### config.mk
export PLATFORM = sky130hd
export DESIGN_NAME = sar_seq_ctrl
export DESIGN_NICKNAME = d
export VERILOG_FILES = /design/src/rtl/sar_seq_pkg.sv /design/src/rtl/sar_edge_det.sv /design/src/rtl/sar_fsm.sv /design/src/rtl/sar_datapath.sv /design/src/rtl/sar_out_code.sv /design/src/rtl/sar_seq_ctrl.sv
export SDC_FILE = /design/constraint.sdc
export NUM_CORES = 1
export LEC_CHECK = 0
export ABC_AREA = 1
export BUFFER_PORTS_ARGS = -buffer_cell sky130_fd_sc_hd__buf_2
export CAP_MARGIN = 10
export CORE_MARGIN = 2
export CORE_UTILIZATION = 40
export CTS_CLUSTER_DIAMETER = 50
export CTS_CLUSTER_SIZE = 8
export DETAILED_ROUTE_END_ITERATION = 8
export REMOVE_ABC_BUFFERS = 1
export SKIP_CTS_REPAIR_TIMING = 1
export SLEW_MARGIN = 15
export SYNTH_ARGS = -nofsm -noshare
export SYNTH_HDL_FRONTEND = slang
export SYNTH_SLANG_ARGS = --single-unit
export TNS_END_PERCENT = 20
### constraint.sdc
create_clock -name clk -period 2.8 [get_ports clk]
set_input_delay 0.14 -clock clk [delete_from_list [all_inputs] [get_ports clk]]
set_output_delay 0.14 -clock clk [all_outputs]
set_load 0.1 [all_outputs]
### src/rtl/sar_seq_pkg.sv
package sar_seq_pkg;

    typedef enum logic [1:0] {
        ST_IDLE,
        ST_HI,
        ST_LO,
        ST_WAIT
    } seq_state_e;

    typedef enum logic [1:0] {
        CODE_CSB,
        CODE_COB,
        CODE_CTC
    } code_mode_e;

    // Accepted early-termination lengths; anything else runs the full width.
    function automatic int pick_len(input int res, input int req);
        if (req > 0 && (req == res || req == res - 1 || req == res - 2 ||
                        req == res - 3 || req == res - 4 || req == res - 6 ||
                        req == res - 8))
            return req;
        return res;
    endfunction

endpackage

### src/rtl/sar_edge_det.sv
module sar_edge_det (
    input  logic clk,
    input  logic rst,
    input  logic din,
    output logic fall
);

    logic prev_q;

    always_ff @(posedge clk) begin
        if (rst) prev_q <= 1'b0;
        else     prev_q <= din;
    end

    assign fall = prev_q & ~din;

endmodule

### src/rtl/sar_fsm.sv
module sar_fsm
    import sar_seq_pkg::*;
#(
    parameter int RES   = 16,
    parameter int LEN_W = 5
) (
    input  logic             clk,
    input  logic             rst,
    input  logic             start_fall,
    input  logic             ext_pace,
    input  logic [LEN_W-1:0] short_len,
    output logic             go,
    output logic [LEN_W-1:0] go_idx,
    output logic [LEN_W-1:0] len_q,
    output logic             busy,
    output logic             bit_clk
);

    seq_state_e       state_q, state_nx;
    logic [LEN_W-1:0] stp_q;
    logic             ext_q;

    // state register
    always_ff @(posedge clk) begin
        if (rst) state_q <= ST_IDLE;
        else     state_q <= state_nx;
    end

    // next state
    always_comb begin
        state_nx = state_q;
        unique case (state_q)
            ST_IDLE: if (start_fall) state_nx = ST_HI;
            ST_HI:   state_nx = ST_LO;
            ST_LO: begin
                if (stp_q == len_q) state_nx = ST_IDLE;
                else if (ext_q)     state_nx = ST_WAIT;
                else                state_nx = ST_HI;
            end
            ST_WAIT: if (start_fall) state_nx = ST_HI;
            default: state_nx = ST_IDLE;
        endcase
    end

    assign go     = (state_nx == ST_HI);
    assign go_idx = (state_q == ST_IDLE) ? '0 : stp_q + LEN_W'(1);

    // step counter and settings latched at the start edge
    always_ff @(posedge clk) begin
        if (rst) begin
            stp_q <= '0;
            len_q <= LEN_W'(RES);
            ext_q <= 1'b0;
        end else begin
            if (go) stp_q <= go_idx;
            if (state_q == ST_IDLE && start_fall) begin
                len_q <= LEN_W'(pick_len(RES, int'(short_len)));
                ext_q <= ext_pace;
            end
        end
    end

    // registered outputs
    always_ff @(posedge clk) begin
        if (rst) begin
            busy    <= 1'b0;
            bit_clk <= 1'b0;
        end else begin
            busy    <= (state_nx != ST_IDLE);
            bit_clk <= (state_nx == ST_HI);
        end
    end

endmodule

### src/rtl/sar_datapath.sv
module sar_datapath #(
    parameter int RES      = 16,
    parameter int LEN_W    = 5,
    parameter bit FLIP_MSB = 1'b0
) (
    input  logic             clk,
    input  logic             rst,
    input  logic             go,
    input  logic [LEN_W-1:0] go_idx,
    input  logic [LEN_W-1:0] len_q,
    input  logic             cmp_in,
    output logic [RES-1:0]   sar_q,
    output logic             ser_q
);

    logic [RES-1:0] sar_nx;

    always_comb begin
        sar_nx = sar_q;
        if (go_idx == '0) begin
            sar_nx          = '0;
            sar_nx[RES-1]   = 1'b1;
        end else begin
            for (int i = 0; i < RES; i++) begin
                if (i == RES - int'(go_idx))
                    sar_nx[i] = cmp_in;
                else if (i == RES - 1 - int'(go_idx) && go_idx < len_q)
                    sar_nx[i] = 1'b1;
            end
        end
    end

    always_ff @(posedge clk) begin
        if (rst) begin
            sar_q <= '0;
            ser_q <= 1'b0;
        end else if (go) begin
            sar_q <= sar_nx;
            if (go_idx != '0)
                ser_q <= ~cmp_in ^ (FLIP_MSB && go_idx == LEN_W'(1));
        end
    end

endmodule

### src/rtl/sar_out_code.sv
module sar_out_code
    import sar_seq_pkg::*;
#(
    parameter int         RES    = 16,
    parameter code_mode_e CODING = CODE_CSB
) (
    input  logic [RES-1:0] sar_q,
    output logic [RES-1:0] par_out
);

    generate
        if (CODING == CODE_CTC) begin : g_ctc
            assign par_out = {sar_q[RES-1], ~sar_q[RES-2:0]};
        end else begin : g_plain
            assign par_out = ~sar_q;
        end
    endgenerate

endmodule

### src/rtl/sar_seq_ctrl.sv
module sar_seq_ctrl
    import sar_seq_pkg::*;
#(
    parameter int         RES    = 16,
    parameter code_mode_e CODING = CODE_CSB,
    localparam int        LEN_W  = $clog2(RES + 1)
) (
    input  logic             clk,
    input  logic             rst,
    input  logic             conv_req,
    input  logic             ext_pace,
    input  logic [LEN_W-1:0] short_len,
    input  logic             cmp_in,
    output logic             busy,
    output logic             bit_clk,
    output logic [RES-1:0]   trial,
    output logic [RES-1:0]   par_out,
    output logic             ser_out
);

    localparam bit FLIP_MSB = (CODING == CODE_CTC);

    logic             start_fall;
    logic             go;
    logic [LEN_W-1:0] go_idx;
    logic [LEN_W-1:0] len_q;

    sar_edge_det u_edge (
        .clk  (clk),
        .rst  (rst),
        .din  (conv_req),
        .fall (start_fall)
    );

    sar_fsm #(.RES(RES), .LEN_W(LEN_W)) u_fsm (
        .clk        (clk),
        .rst        (rst),
        .start_fall (start_fall),
        .ext_pace   (ext_pace),
        .short_len  (short_len),
        .go         (go),
        .go_idx     (go_idx),
        .len_q      (len_q),
        .busy       (busy),
        .bit_clk    (bit_clk)
    );

    sar_datapath #(.RES(RES), .LEN_W(LEN_W), .FLIP_MSB(FLIP_MSB)) u_dp (
        .clk    (clk),
        .rst    (rst),
        .go     (go),
        .go_idx (go_idx),
        .len_q  (len_q),
        .cmp_in (cmp_in),
        .sar_q  (trial),
        .ser_q  (ser_out)
    );

    sar_out_code #(.RES(RES), .CODING(CODING)) u_code (
        .sar_q   (trial),
        .par_out (par_out)
    );

endmodule

-- Yosys cells after proc, flatten, opt, wreduce, memory -nomap -nowiden
Index checks and enable logic that the tools add are counted.
W data, S select, Z words.
- equality and inequality tests: 42
- magnitude comparators: 2
- reductions and logical operators: 64
- mux-type cells: 43
- bitwise logic cells: 4
- $add $sub $neg: 3
- operator list (kind ; count):
    $eq A5 B32 Y1 const A ; 16
    $eq A4 B32 Y1 const A ; 8
    $eq A3 B32 Y1 const A ; 4
    $eq A2 B32 Y1 const A ; 2
    $logic_not A32 Y1 ; 2
    $reduce_bool A3 Y1 ; 16
    $eq A5 B5 Y1 const B ; 7
    $mux W1 ; 35
    $reduce_and A2 Y1 ; 17
    $logic_and A1 B1 Y1 ; 18
    $mux W16 ; 1
    $not A16 Y16 ; 1
    $mux W5 ; 3
    $logic_or A1 B1 Y1 ; 6
    $mux W2 ; 3
    $pmux W2 S3 ; 1
    $sub A4 B5 Y6 const A ; 1
    $sub A5 B5 Y6 const A ; 1
    $add A5 B1 Y5 const B ; 1
    $eq A5 B5 Y1 ; 1
    $gt A5 B1 Y1 const B ; 1
    $logic_not A5 Y1 ; 1
    $lt A5 B5 Y1 ; 1
    $reduce_bool A5 Y1 ; 1
    7 further kinds ; 10
- bits in registers: 33
- bits of input ports: 10
- output and inout port bits: 35

-- Longest topological paths before layout
Gate-level depths: netlist of the first run.
- depth in word-level cells: 12
- depth in mapped cells: 18
- mapped depth without buffers: 17

-- Modules after synthesis
Synthesis of the first run repeated with hierarchy kept, for this count alone.
- cells, all modules: 408
- area, all modules: 2519.9 um^2
- by module, submodules not included (module ; cells an instance ; instances ; sequential area each (um^2) ; area each (um^2)):
    sar_datapath ; 258 ; 1 ; 340.3 ; 1570.3
    sar_fsm ; 129 ; 1 ; 300.3 ; 852.1
    sar_out_code ; 16 ; 1 ; 0.0 ; 60.1
    sar_edge_det ; 5 ; 1 ; 20.0 ; 37.5

-- Least setup slack after synthesis of the first run
OpenSTA, ideal clock, no wires.
- path type: register to register
- start: reg u_fsm.state_q[0]
- end: reg u_dp.sar_q[2]
- setup time: 0.132 ns
- setup slack: 0.556 ns
- stages on the path, launching flop included: 18
- required time: 2.668 ns
- data arrival time: 2.111 ns
- path buffers: 1
- cell sequence: dfxtp_1 > inv_1 > ha_1 > inv_2 > nand2_1 > nor2_4 > ha_1 > nand2_1 > inv_1 > o21bai_1 > nand3_1 > nor2_4 > buf_4 > nand2_1 > nand3_1 > nand2_1 > nand2_1 > a21oi_1
- word-level cells in the longest chain between the ends: 7
- elaborated cells on any way between the ends: 20
- ends and longest elaborated chain (item ; line ; source):
    from (decl) ; sar_fsm.sv:19 ; seq_state_e state_q, state_nx;
    from (signal assigned) ; sar_fsm.sv:26 ; else state_q <= state_nx;
    $logic_not A2 Y1 * ; sar_fsm.sv:46 ; assign go_idx = (state_q == ST_IDLE) ? '0 : stp_q + LEN_W'(1);
    $mux W5 * ; sar_fsm.sv:46 ;
    via go_idx[2] ; sar_seq_ctrl.sv:25 ; logic [LEN_W-1:0] go_idx;
    $sub A4 B5 Y6 ; sar_datapath.sv:27 ; else if (i == RES - 1 - int'(go_idx) && go_idx < len_q)
    $eq A3 B32 Y1 ; sar_datapath.sv:27 ;
    $logic_and A1 B1 Y1 ; sar_datapath.sv:27 ;
    $reduce_bool A3 Y1 (no source line) ; -- ;
    $reduce_and A2 Y1 (no source line) ; -- ;
    to (signal assigned) ; sar_datapath.sv:38 ; sar_q <= sar_nx;
    to (decl) ; sar_datapath.sv:12 ; output logic [RES-1:0] sar_q,
The timed path passes the listed nets; every way through them passes the cells marked *.
A chain may end at the register's enable or synchronous reset.

-- Final worst setup path of the first run
- start: reg u_fsm.stp_q[1]
- end: reg u_dp.sar_q[10]
- word-level cells in the longest chain between the ends: 7
- elaborated cells on any way between the ends: 17
- ends and longest elaborated chain (item ; line ; source):
    from (decl) ; sar_fsm.sv:20 ; logic [LEN_W-1:0] stp_q;
    from (signal assigned) ; sar_fsm.sv:55 ; if (go) stp_q <= go_idx;
    $add A5 B1 Y5 ; sar_fsm.sv:46 ;
    $mux W5 ; sar_fsm.sv:46 ;
    $sub A4 B5 Y6 ; sar_datapath.sv:27 ;
    $eq A5 B32 Y1 ; sar_datapath.sv:27 ;
    $logic_and A1 B1 Y1 ; sar_datapath.sv:27 ;
    $reduce_bool A3 Y1 (no source line) ; -- ;
    $reduce_and A2 Y1 (no source line) ; -- ;
Parallel ways exist; a longest one is shown, timed or not.

==> flow_metrics.tcl, run 1 <==
set metrics [dict create \
    outcome "finished, final reports clean" \
    gp_congestion 0.847 \
    dp.cells 471 \
    grt_max_degree 44 \
    synthArstFlopShare_pct 0 \
    synth_enable_flop_cells 0 \
    synth.most_common_cell "nand2_1" \
    cp_max_fo 29 \
    r2r_cells 14 \
    grt_pass1_vias 1955 \
    path_clk_slew_ps 70 \
    netlist_area_mm2 0.00231 \
    n_antenna_cell 0 \
    die_y_um 80.0 \
    synthCells 368 \
    drt_wl_total_um 5160 \
    fmax_mhz 394 \
    cts_root_buf "clkbuf_8" \
    final-setup-viol-count 0 \
    crit_path_frequent_cell "nand2_1" \
    antenna_found_initial 0 \
    min_period_ps 2540 \
    clock_skew_ps 8.02 \
    hold_class "in -> reg" \
    end_kind "flop" \
    tightestPinTransition_ps 523 \
    die_area_mm2 0.00640 \
    pin_count 45 \
    peakVddDrop_uv 780 \
    vias_per_cell 4.80 \
    via_count 2303 \
    clock_path_buffers 2 \
    reg2reg_to "u_dp.sar_q[10]" \
    synth-main-ff-cell "dfxtp_1" \
    avgSynthCellArea_um2 6.28 \
    crit_slowest_cell "dfxtp_1" \
    slew_viol_final 0 \
    yosysUniqueCellTypes 28 \
    maxSlewHeadroom_pct 65.1 \
    critPathLaunch "u_fsm.stp_q[1]" \
    crit_chain "ha_1 -> inv_1 -> a21oi_1 -> nor2_2 -> nand2_1 -> inv_1 -> ha_1 -> nand3_2 -> nand2_4 -> nand2_1 -> nand3_1 -> nand2_1 -> nand2_1 -> a21oi_1" \
    cts_buffers 5 \
    die_x_um 80.0 \
    power_leakage_nw 1.16 \
    arrival_ps 2710 \
    start_kind "flop" \
    hold_viol_final 0 \
    synth.area.top_cells "dfxtp_1 (29%), nand2_1 (19%), nand3_1 (9.1%)" \
    yosysSeqAreaShare_pct 28.6 \
    tritoncts "yes" \
    cap_violations 0 \
    clkSinkCount 33 \
    grt_pass1_wl_um 8690 \
    yosys.area.top_type "dfxtp_1" \
    synthTopCellsByCount "nand2_1 (115), inv_1 (43), nand3_1 (42), nor2_1 (34), dfxtp_1 (33)" \
    finalNetCount 426 \
    drt_iter0_markers 73 \
    stdcell_count 480 \
    firstDrtPassIters 5 \
    rsz0062_at_grt "false" \
    tns_ps 0 \
    drive_gt1_share_pct 18.4 \
    grt.overflow.total 0 \
    core_area_mm2 0.00554 \
    cp_data_required_time_ps 2970 \
    htree_levels 2 \
    synth_top_area_share_pct 28.6 \
    ys_ff_latch 33 \
    route.detailed.drc 0 \
    global_route.usage.total_pct 17.2 \
    powerDensity_mw_per_mm2 1160 \
    numPortBuffers 44 \
    yosys_warnings 0 \
    layout_worst_path_cycle_share_pct 90.6 \
    drtAntennaViolNets 0 \
    num_rows 27 \
    max_stage_delay_ps 370 \
    critical_path.reg2reg.startpoint "u_fsm.stp_q[1]" \
    r2r_setup_slack_ps 260 \
    area_growth_pct 13.7 \
    initial_utilization_pct 41.7 \
    crit_end "u_dp.sar_q[10]" \
    hpwl_um 3730 \
    path_class "reg -> reg" \
    worst_skew_pair.late_latency_ps 300 \
    wl_per_cell_um 10.7 \
]
==> placed cells by master (no fill, tap or decap), types with 5 or more instances in the layout <==
cell        n
a21oi_1    28
buf_2      44
clkbuf_8    5
dfxtp_1    33
ha_1        9
inv_1      43
inv_2       5
nand2_1   115
nand3_1    42
nand3_2     6
nand4_1    13
nor2_1     34
==> metrics by stage <==
step | setup slack (ps) | total power (W) | util [%] | hold slack (ps) | area [um2]
6_report | 262 | 0.00304 | 47.4 | 61.3 | 2630
5_1_grt | 1.62 | 0.00330 | 47.4 | 59.3 | 2630
4_1_cts | 80.4 | 0.00303 | 46.9 | 57.5 | 2600
3_5_place_dp | 122 | 0.00266 | 45.4 | 365 | 2520
3_3_place_gp | 123 | 0.00265 | 45.4 | 355 | 2520
2_1_floorplan | 459 | 0.00226 | - | 202 | 2180
==> worst max-delay path: cells and delay by family (launching register included) <==
family	cells	cell delay, ps
and+or+nand+nor	8	880
adders and majority gates	2	620
AOI/OAI and AO/OA	2	410
DFF	1	370
buffers and inverters	2	120
==> registers in the layout, summed over array words and instances, names as in the netlist <==
name	flops
u_fsm.busy	1
u_dp.ser_q	1
u_fsm.len_q	5
u_fsm.ext_q	1
u_fsm.bit_clk	1
u_fsm.state_q	2
u_dp.sar_q	16
u_fsm.stp_q	5
u_edge.prev_q	1
==> metal layers <==
| layer | global-route usage, % | vias up | part of all wire (%) |
|---|---|---|---|
| met1 | 21.1 | 1001 | 48 |
| li1 | - | 1251 | - |
| met2 | 29.2 | 44 | 46 |
| met3 | 4.07 | 7 | 4.1 |
| met5 | 0 | - | 0 |
| met4 | 6.44 | 0 | 1.5 |
==> how the worst min path moves through the flow <==
| stage | start | endpoint | cells past startpoint |
|---|---|---|---|
| 2_1_floorplan | rst | u_dp.ser_q | 1 |
| 3_3_place_gp | conv_req | u_edge.prev_q | 3 |
| 3_5_place_dp | conv_req | u_edge.prev_q | 3 |
| 4_1_cts | conv_req | u_edge.prev_q | 3 |
| 5_1_grt | conv_req | u_edge.prev_q | 3 |
| 6_report | conv_req | u_edge.prev_q | 3 |
==> kinds of logic after synthesis <==
kind of cell | after synthesis | synth area share [%]
DFF | 33 | 28.6
and+or+nand+nor | 220 | 43.0
AOI/OAI and AO/OA | 40 | 9.64
xor gates and xnor gates | 1 | 0.379
adders and majority gates | 9 | 4.88
buffers and inverters | 65 | 13.5
==> power breakdown <==
group          total [W]  internal (W)  switching, W
registers       0.000645      0.000562     0.0000832
logic            0.00204      0.000510       0.00153
clock network   0.000354      0.000172      0.000182
==> area by class of cell <==
cell class              instances  area [um2]
repair buffers                 49         270
well taps                      72        90.1
inverters                      48         180
clock buffers                   6        72.6
flip-flops and latches         33         661
fillers                       622        2920
clock inverters                 2        10.0
multi-input cells             270        1340
No activity file was read; power rests on OpenSTA's default activity.
==> run 2, diff against run 1 <==
--- a/config.mk
+++ b/config.mk
@@ -13,6 +13,7 @@
 export CTS_CLUSTER_DIAMETER = 50
 export CTS_CLUSTER_SIZE = 8
 export DETAILED_ROUTE_END_ITERATION = 8
+export RECOVER_POWER = 50
 export REMOVE_ABC_BUFFERS = 1
 export SKIP_CTS_REPAIR_TIMING = 1
 export SLEW_MARGIN = 15
==> run 2 against run 1 <==
First-iteration DRC count is 9.6% higher. Sequential power hardly changed. Cell area is 1.5% lower. Register-to-register slack hardly changed. Clock power hardly changed. Combinational power hardly changed. Critical path depth stayed put. Flip-flop and latch count stayed put. Sequential share of layout area is 0.39 points higher.
==> flow_metrics.tcl, run 2 (synthesized netlist as in run 1, its figures left out) <==
set metrics [dict create \
    setup_slack_ps 267 \
    maxSlewHeadroom_pct 22.3 \
    hold_class "in -> reg" \
    die_x_um 80.0 \
    finalNetCount 426 \
    vias_per_cell 4.84 \
    cp_data_required_time_ps 2970 \
    n_antenna_cell 0 \
    outcome "finished, final reports clean" \
    die_area_mm2 0.00640 \
    path_clk_slew_ps 70 \
    htree_levels 2 \
    cts_buffers 5 \
    slew_viol_final 0 \
    fmax_mhz 395 \
    path_class "reg -> reg" \
    grt_pass1_wl_um 8690 \
    power_leakage_nw 1.07 \
    final_common_cell "nand2_1" \
    crit_end "u_dp.sar_q[10]" \
    area_growth_pct 11.9 \
    cap_violations 0 \
    tritoncts "yes" \
    hold_viol_final 0 \
    critPathLaunch "u_fsm.stp_q[1]" \
    r2r_cells 14 \
    peakVddDrop_uv 769 \
    post-place-ws_ps 122 \
    core_area_mm2 0.00554 \
    drt_iter0_markers 80 \
    die_y_um 80.0 \
    min_period_ps 2530 \
    via_count 2325 \
    layout_worst_path_cycle_share_pct 90.5 \
    grt_pass1_vias 1955 \
    largest_reg_flops 16 \
    reg2reg_to "u_dp.sar_q[10]" \
    cts_root_buf "clkbuf_8" \
    hpwl_um 3730 \
    drt_wl_total_um 5190 \
    global_route.usage.total_pct 17.2 \
    firstDrtPassIters 4 \
    final-setup-viol-count 0 \
    r2r_setup_slack_ps 270 \
    grt.overflow.total 0 \
    powerDensity_mw_per_mm2 1170 \
    pin_count 45 \
    grt_max_degree 44 \
    tns_ps 0 \
    tightestPinTransition_ps 1170 \
    critical_path.reg2reg.startpoint "u_fsm.stp_q[1]" \
    arrival_ps 2700 \
    route.detailed.drc 0 \
    drtAntennaViolNets 0 \
    largestRegisters "u_dp.sar_q (16), u_fsm.len_q (5), u_fsm.stp_q (5)" \
    clock_path_buffers 2 \
    numPortBuffers 44 \
    cp_max_fo 29 \
    clock_skew_ps 7.14 \
    rsz0062_at_grt "false" \
    initial_utilization_pct 41.7 \
    antenna_found_initial 0 \
    start_kind "flop" \
    end_kind "flop" \
    worst_hold_slack_ps 60.4 \
    final_cell_mix "nand2_1 (115), inv_1 (43), nand3_1 (42)" \
    clkSinkCount 33 \
    worst_skew_pair.late_latency_ps 290 \
    gp_congestion 0.847 \
    drive_gt1_share_pct 10.5 \
    num_rows 27 \
    wl_per_cell_um 10.8 \
    largest_register "u_dp.sar_q" \
]
run 2: how the worst min path moves through the flow:
| stage | startpoint | end | slack [ps] | depth (start not counted) |
|---|---|---|---|---|
| global placement | conv_req | u_edge.prev_q | 350 | 3 |
| detailed placement | conv_req | u_edge.prev_q | 370 | 3 |
| CTS | conv_req | u_edge.prev_q | 60 | 3 |
| global route | conv_req | u_edge.prev_q | 60 | 3 |
| floorplan | rst | u_dp.ser_q | 200 | 1 |
| finish | conv_req | u_edge.prev_q | 60 | 3 |
run 2: per-layer routing:
metal | wire, um | vias up | track usage (%)
li1 | - | 1252 | -
met1 | 2490 | 1023 | 21.1
met2 | 2410 | 42 | 29.2
met3 | 217 | 8 | 4.07
met4 | 76 | 0 | 6.44
met5 | 0 | - | 0
run 2: cell type report:
cell class	instances	area, um2
Timing Repair Buffer	49	230
Inverter	48	180
Fill cell	637	2960
Clock buffer	6	72.6
Multi-Input combinational cell	270	1340
Tap cell	72	90.1
Sequential cell	33	661
Clock inverter	2	10.0
run 2: power breakdown:
part / switching (W) / total, W / leakage, nW / internal (W)
sequential: 0.0000834 / 0.000646 / 0.268 / 0.000562
clock: 0.000182 / 0.000354 / 0.0450 / 0.000172
combinational: 0.00152 / 0.00202 / 0.753 / 0.000491
total: 0.00179 / 0.00301 / 1.07 / 0.00123
run 2: worst max-delay path, stage by stage, from the launching register on:
cell and delay (ps):
dfxtp_1 370, ha_1 290, inv_1 50, a21oi_1 360, nor2_2 100, nand2_1 80
inv_1 70, ha_1 330, nand3_2 120, nand2_4 250, nand2_1 120, nand3_1 90
nand2_1 50, nand2_1 70, a21oi_1 50
run 2: stage by stage:
step / utilization [%] / instance area, um2 / std cells / power (W)
finish: 46.7 / 2580 / 480 / 0.00301
global route: 46.7 / 2580 / 480 / 0.00328
CTS: 46.9 / 2600 / 479 / 0.00303
detailed placement: 45.4 / 2520 / 471 / 0.00266
global placement: 45.4 / 2520 / 471 / 0.00265
floorplan: - / 2180 / 351 / 0.00226
==> run 3, diff against run 2 <==
--- a/config.mk
+++ b/config.mk
@@ -5,14 +5,14 @@
 export SDC_FILE = /design/constraint.sdc
 export NUM_CORES = 1
 export LEC_CHECK = 0
-export ABC_AREA = 1
 export BUFFER_PORTS_ARGS = -buffer_cell sky130_fd_sc_hd__buf_2
 export CAP_MARGIN = 10
-export CORE_MARGIN = 2
+export CORE_MARGIN = 5
 export CORE_UTILIZATION = 40
 export CTS_CLUSTER_DIAMETER = 50
 export CTS_CLUSTER_SIZE = 8
 export DETAILED_ROUTE_END_ITERATION = 8
+export PLACE_DENSITY = 0.61
 export RECOVER_POWER = 50
 export REMOVE_ABC_BUFFERS = 1
 export SKIP_CTS_REPAIR_TIMING = 1
==> run 3 against run 2 <==
Critical path depth fell by 3. Clock skew is 2.3 ps lower. Synthesized area fell by 8.1%. Critical path type unchanged.
==> flow_metrics.tcl, run 3 <==
set metrics [dict create \
    crit_chain "ha_4 -> and3_4 -> mux2i_4 -> inv_4 -> ha_4 -> a21oi_1 -> o21ai_1 -> or3_4 -> o311a_1 -> o21a_1 -> o21a_1" \
    area_growth_pct 32.5 \
    n_fill_cell 504 \
    clkSinkCount 33 \
    hold_viol_final 0 \
    antenna_found_initial 0 \
    r2r_cells 11 \
    netlist_area_mm2 0.00212 \
    grt_max_degree 28 \
    path_class "reg -> reg" \
    die_x_um 82.9 \
    outcome "finished, final reports clean" \
    critical_path.reg2reg.startpoint "u_fsm.stp_q[1]" \
    tritoncts "yes" \
    firstDrtPassIters 4 \
    r2r_setup_slack_ps 120 \
    route.detailed.drc 0 \
    largest_register "u_dp.sar_q" \
    grt_pass1_vias 2005 \
    numPortBuffers 44 \
    cpLargestDelayFamily "compound AO/OA/AOI/OAI gates" \
    largestRegisters "u_dp.sar_q (16), u_fsm.len_q (5), u_fsm.stp_q (5)" \
    drt_wl_total_um 6220 \
    min_delay_path_depth 2 \
    num_rows 26 \
    clock_skew_ps 4.85 \
    fmax_mhz 373 \
    peakVddDrop_uv 402 \
    htree_levels 2 \
    die_y_um 82.9 \
    grt_pass1_wl_um 9920 \
    maxSlewHeadroom_pct 22.3 \
    synthTopCellsByCount "dfxtp_1 (33), inv_1 (27), nor2_1 (25), nand2_1 (23), a21oi_1 (18)" \
    met1_usage_pct 24.2 \
    gp_congestion 0.948 \
    cts_buffers 5 \
    largest_reg_flops 16 \
    use_met2_pct 27.0 \
    tightestPinTransition_ps 1170 \
    clock_path_buffers 2 \
    yosys_warnings 0 \
    power_leakage_nw 1.04 \
    power_w 0.00204 \
    avgSynthCellArea_um2 7.75 \
    hold_class "in -> reg" \
    worst_hold_slack_ps 38.2 \
    min_period_ps 2680 \
    grt-busiest-layer "met2" \
    synth-main-ff-cell "dfxtp_1" \
    drtAntennaViolNets 0 \
    cap_violations 0 \
    worst_skew_pair.late_latency_ps 290 \
    grt.overflow.total 0 \
    max_stage_delay_ps 410 \
    slew_viol_final 0 \
    final_cell_mix "buf_4 (35), clkbuf_1 (32), dfxtp_1 (31)" \
    hpwl_um 4430 \
    die_area_mm2 0.00686 \
    via_count 2241 \
    reg2reg_to "u_dp.sar_q[8]" \
    end_kind "flop" \
    pin_count 45 \
    core_area_mm2 0.00514 \
    start_kind "flop" \
    n_antenna_cell 0 \
    holdPathEnd "u_dp.ser_q" \
    final-setup-viol-count 0 \
    wl_per_cell_um 14.9 \
    crit_slowest_cell "or3_4" \
    arrival_ps 2870 \
    drt_iter0_markers 174 \
    ys_ff_latch 33 \
    synth_enable_flop_cells 0 \
    powerDensity_mw_per_mm2 723 \
    global_route.usage.total_pct 17.5 \
    synthArstFlopShare_pct 0 \
    drive_gt1_share_pct 22.8 \
    initial_utilization_pct 41.3 \
    synth_top_area_share_pct 31.1 \
    synthCells 274 \
    cts_root_buf "clkbuf_8" \
    path_clk_slew_ps 70 \
    yosys.area.top_type "dfxtp_1" \
    holdCritStartpoint "cmp_in" \
    finalNetCount 365 \
    critPathBufInv 1 \
    use_met3_pct 3.47 \
    vias_per_cell 5.37 \
    layout_worst_path_cycle_share_pct 95.7 \
    cp_data_required_time_ps 2990 \
    synth.area.top_cells "dfxtp_1 (31%), ha_1 (5.3%), inv_1 (4.8%)" \
    final_common_cell "buf_4" \
    synth.most_common_cell "dfxtp_1" \
    yosysSeqAreaShare_pct 31.1 \
    yosysUniqueCellTypes 51 \
    cp_max_fo 5 \
]
run 3: changes by cell type after synthesis, moves of 6 or more:
cell      previous run  this run
o311ai_0             0        10
nor2b_1              0         8
inv_1               43        27
o31ai_1              0         6
nand2_1            115        23
a31oi_1              1         7
buf_6                8         1
nand4_1             13         6
o21ai_0              3        11
nor2_1              34        25
nand3_1             42         3
nand3_2              6         0
clkbuf_1             5        13
a21oi_1             28        18
run 3: worst max-delay path by stage:
stage                                start        endpoint  slack, ps  cells after the start
final                       u_fsm.stp_q[1]   u_dp.sar_q[8]        120                     11
after global routing      u_fsm.state_q[1]  u_dp.sar_q[10]        -20                     13
after CTS                 u_fsm.state_q[0]   u_dp.sar_q[1]        -80                     12
after detailed placement  u_fsm.state_q[0]   u_dp.sar_q[1]        -70                     12
after global placement    u_fsm.state_q[0]  u_dp.sar_q[13]        -60                     12
after floorplan             u_fsm.stp_q[0]   u_dp.sar_q[8]       -250                     11
run 3: kinds of logic after synthesis:
kind of cell,synth area share [%]
fa+ha+maj,5.30
flops,31.1
mux,3.54
simple gates,21.5
xor+xnor,2.89
compound gates,27.3
buf+inv,8.37
run 3: worst reg2reg max path, stage by stage, from the launching register on:
cell and delay (ps):
dfxtp_2 360, ha_4 180, and3_4 210, mux2i_4 250
inv_4 70, ha_4 220, a21oi_1 110, o21ai_1 90
or3_4 410, o311a_1 360, o21a_1 170, o21a_1 150
run 3: layout make-up:
type,count,area [um2],area share [%]
inverter,28,108,3.82
multi-input combinational,197,1390,49.4
timing repair buffer,81,465,16.5
clock buffer,7,96.3,3.42
sequential,33,663,23.6
tap,70,87.6,3.11
clock inverter,1,5.00,0.178
run 3: power breakdown:
part | leakage [nW] | internal, W | switching [W]
Clock | 0.0542 | 0.000222 | 0.000185
Combinational | 0.719 | 0.000341 | 0.000762
Sequential | 0.268 | 0.000506 | 0.0000189
run 3: layer usage:
layer	vias up	share of wire, %
met5	-	0
met4	0	1.7
met3	9	5.7
met2	76	46
met1	1012	47
li1	1144	-
run 3: per-stage QoR:
| stage | instances | utilization (%) | setup TNS (ps) | cell area (um2) | worst slack (ps) |
|---|---|---|---|---|---|
| finish | 417 | 54.7 | 0 | 2810 | 121 |
| global route | 417 | 54.7 | -30.9 | 2810 | -23.2 |
| CTS | 413 | 52.7 | -710 | 2710 | -82.3 |
| detailed placement | 405 | 50.8 | -400 | 2610 | -68.7 |
| global placement | 405 | 50.8 | -191 | 2610 | -55.1 |
| floorplan | 258 | - | -1570 | 2050 | -245 |
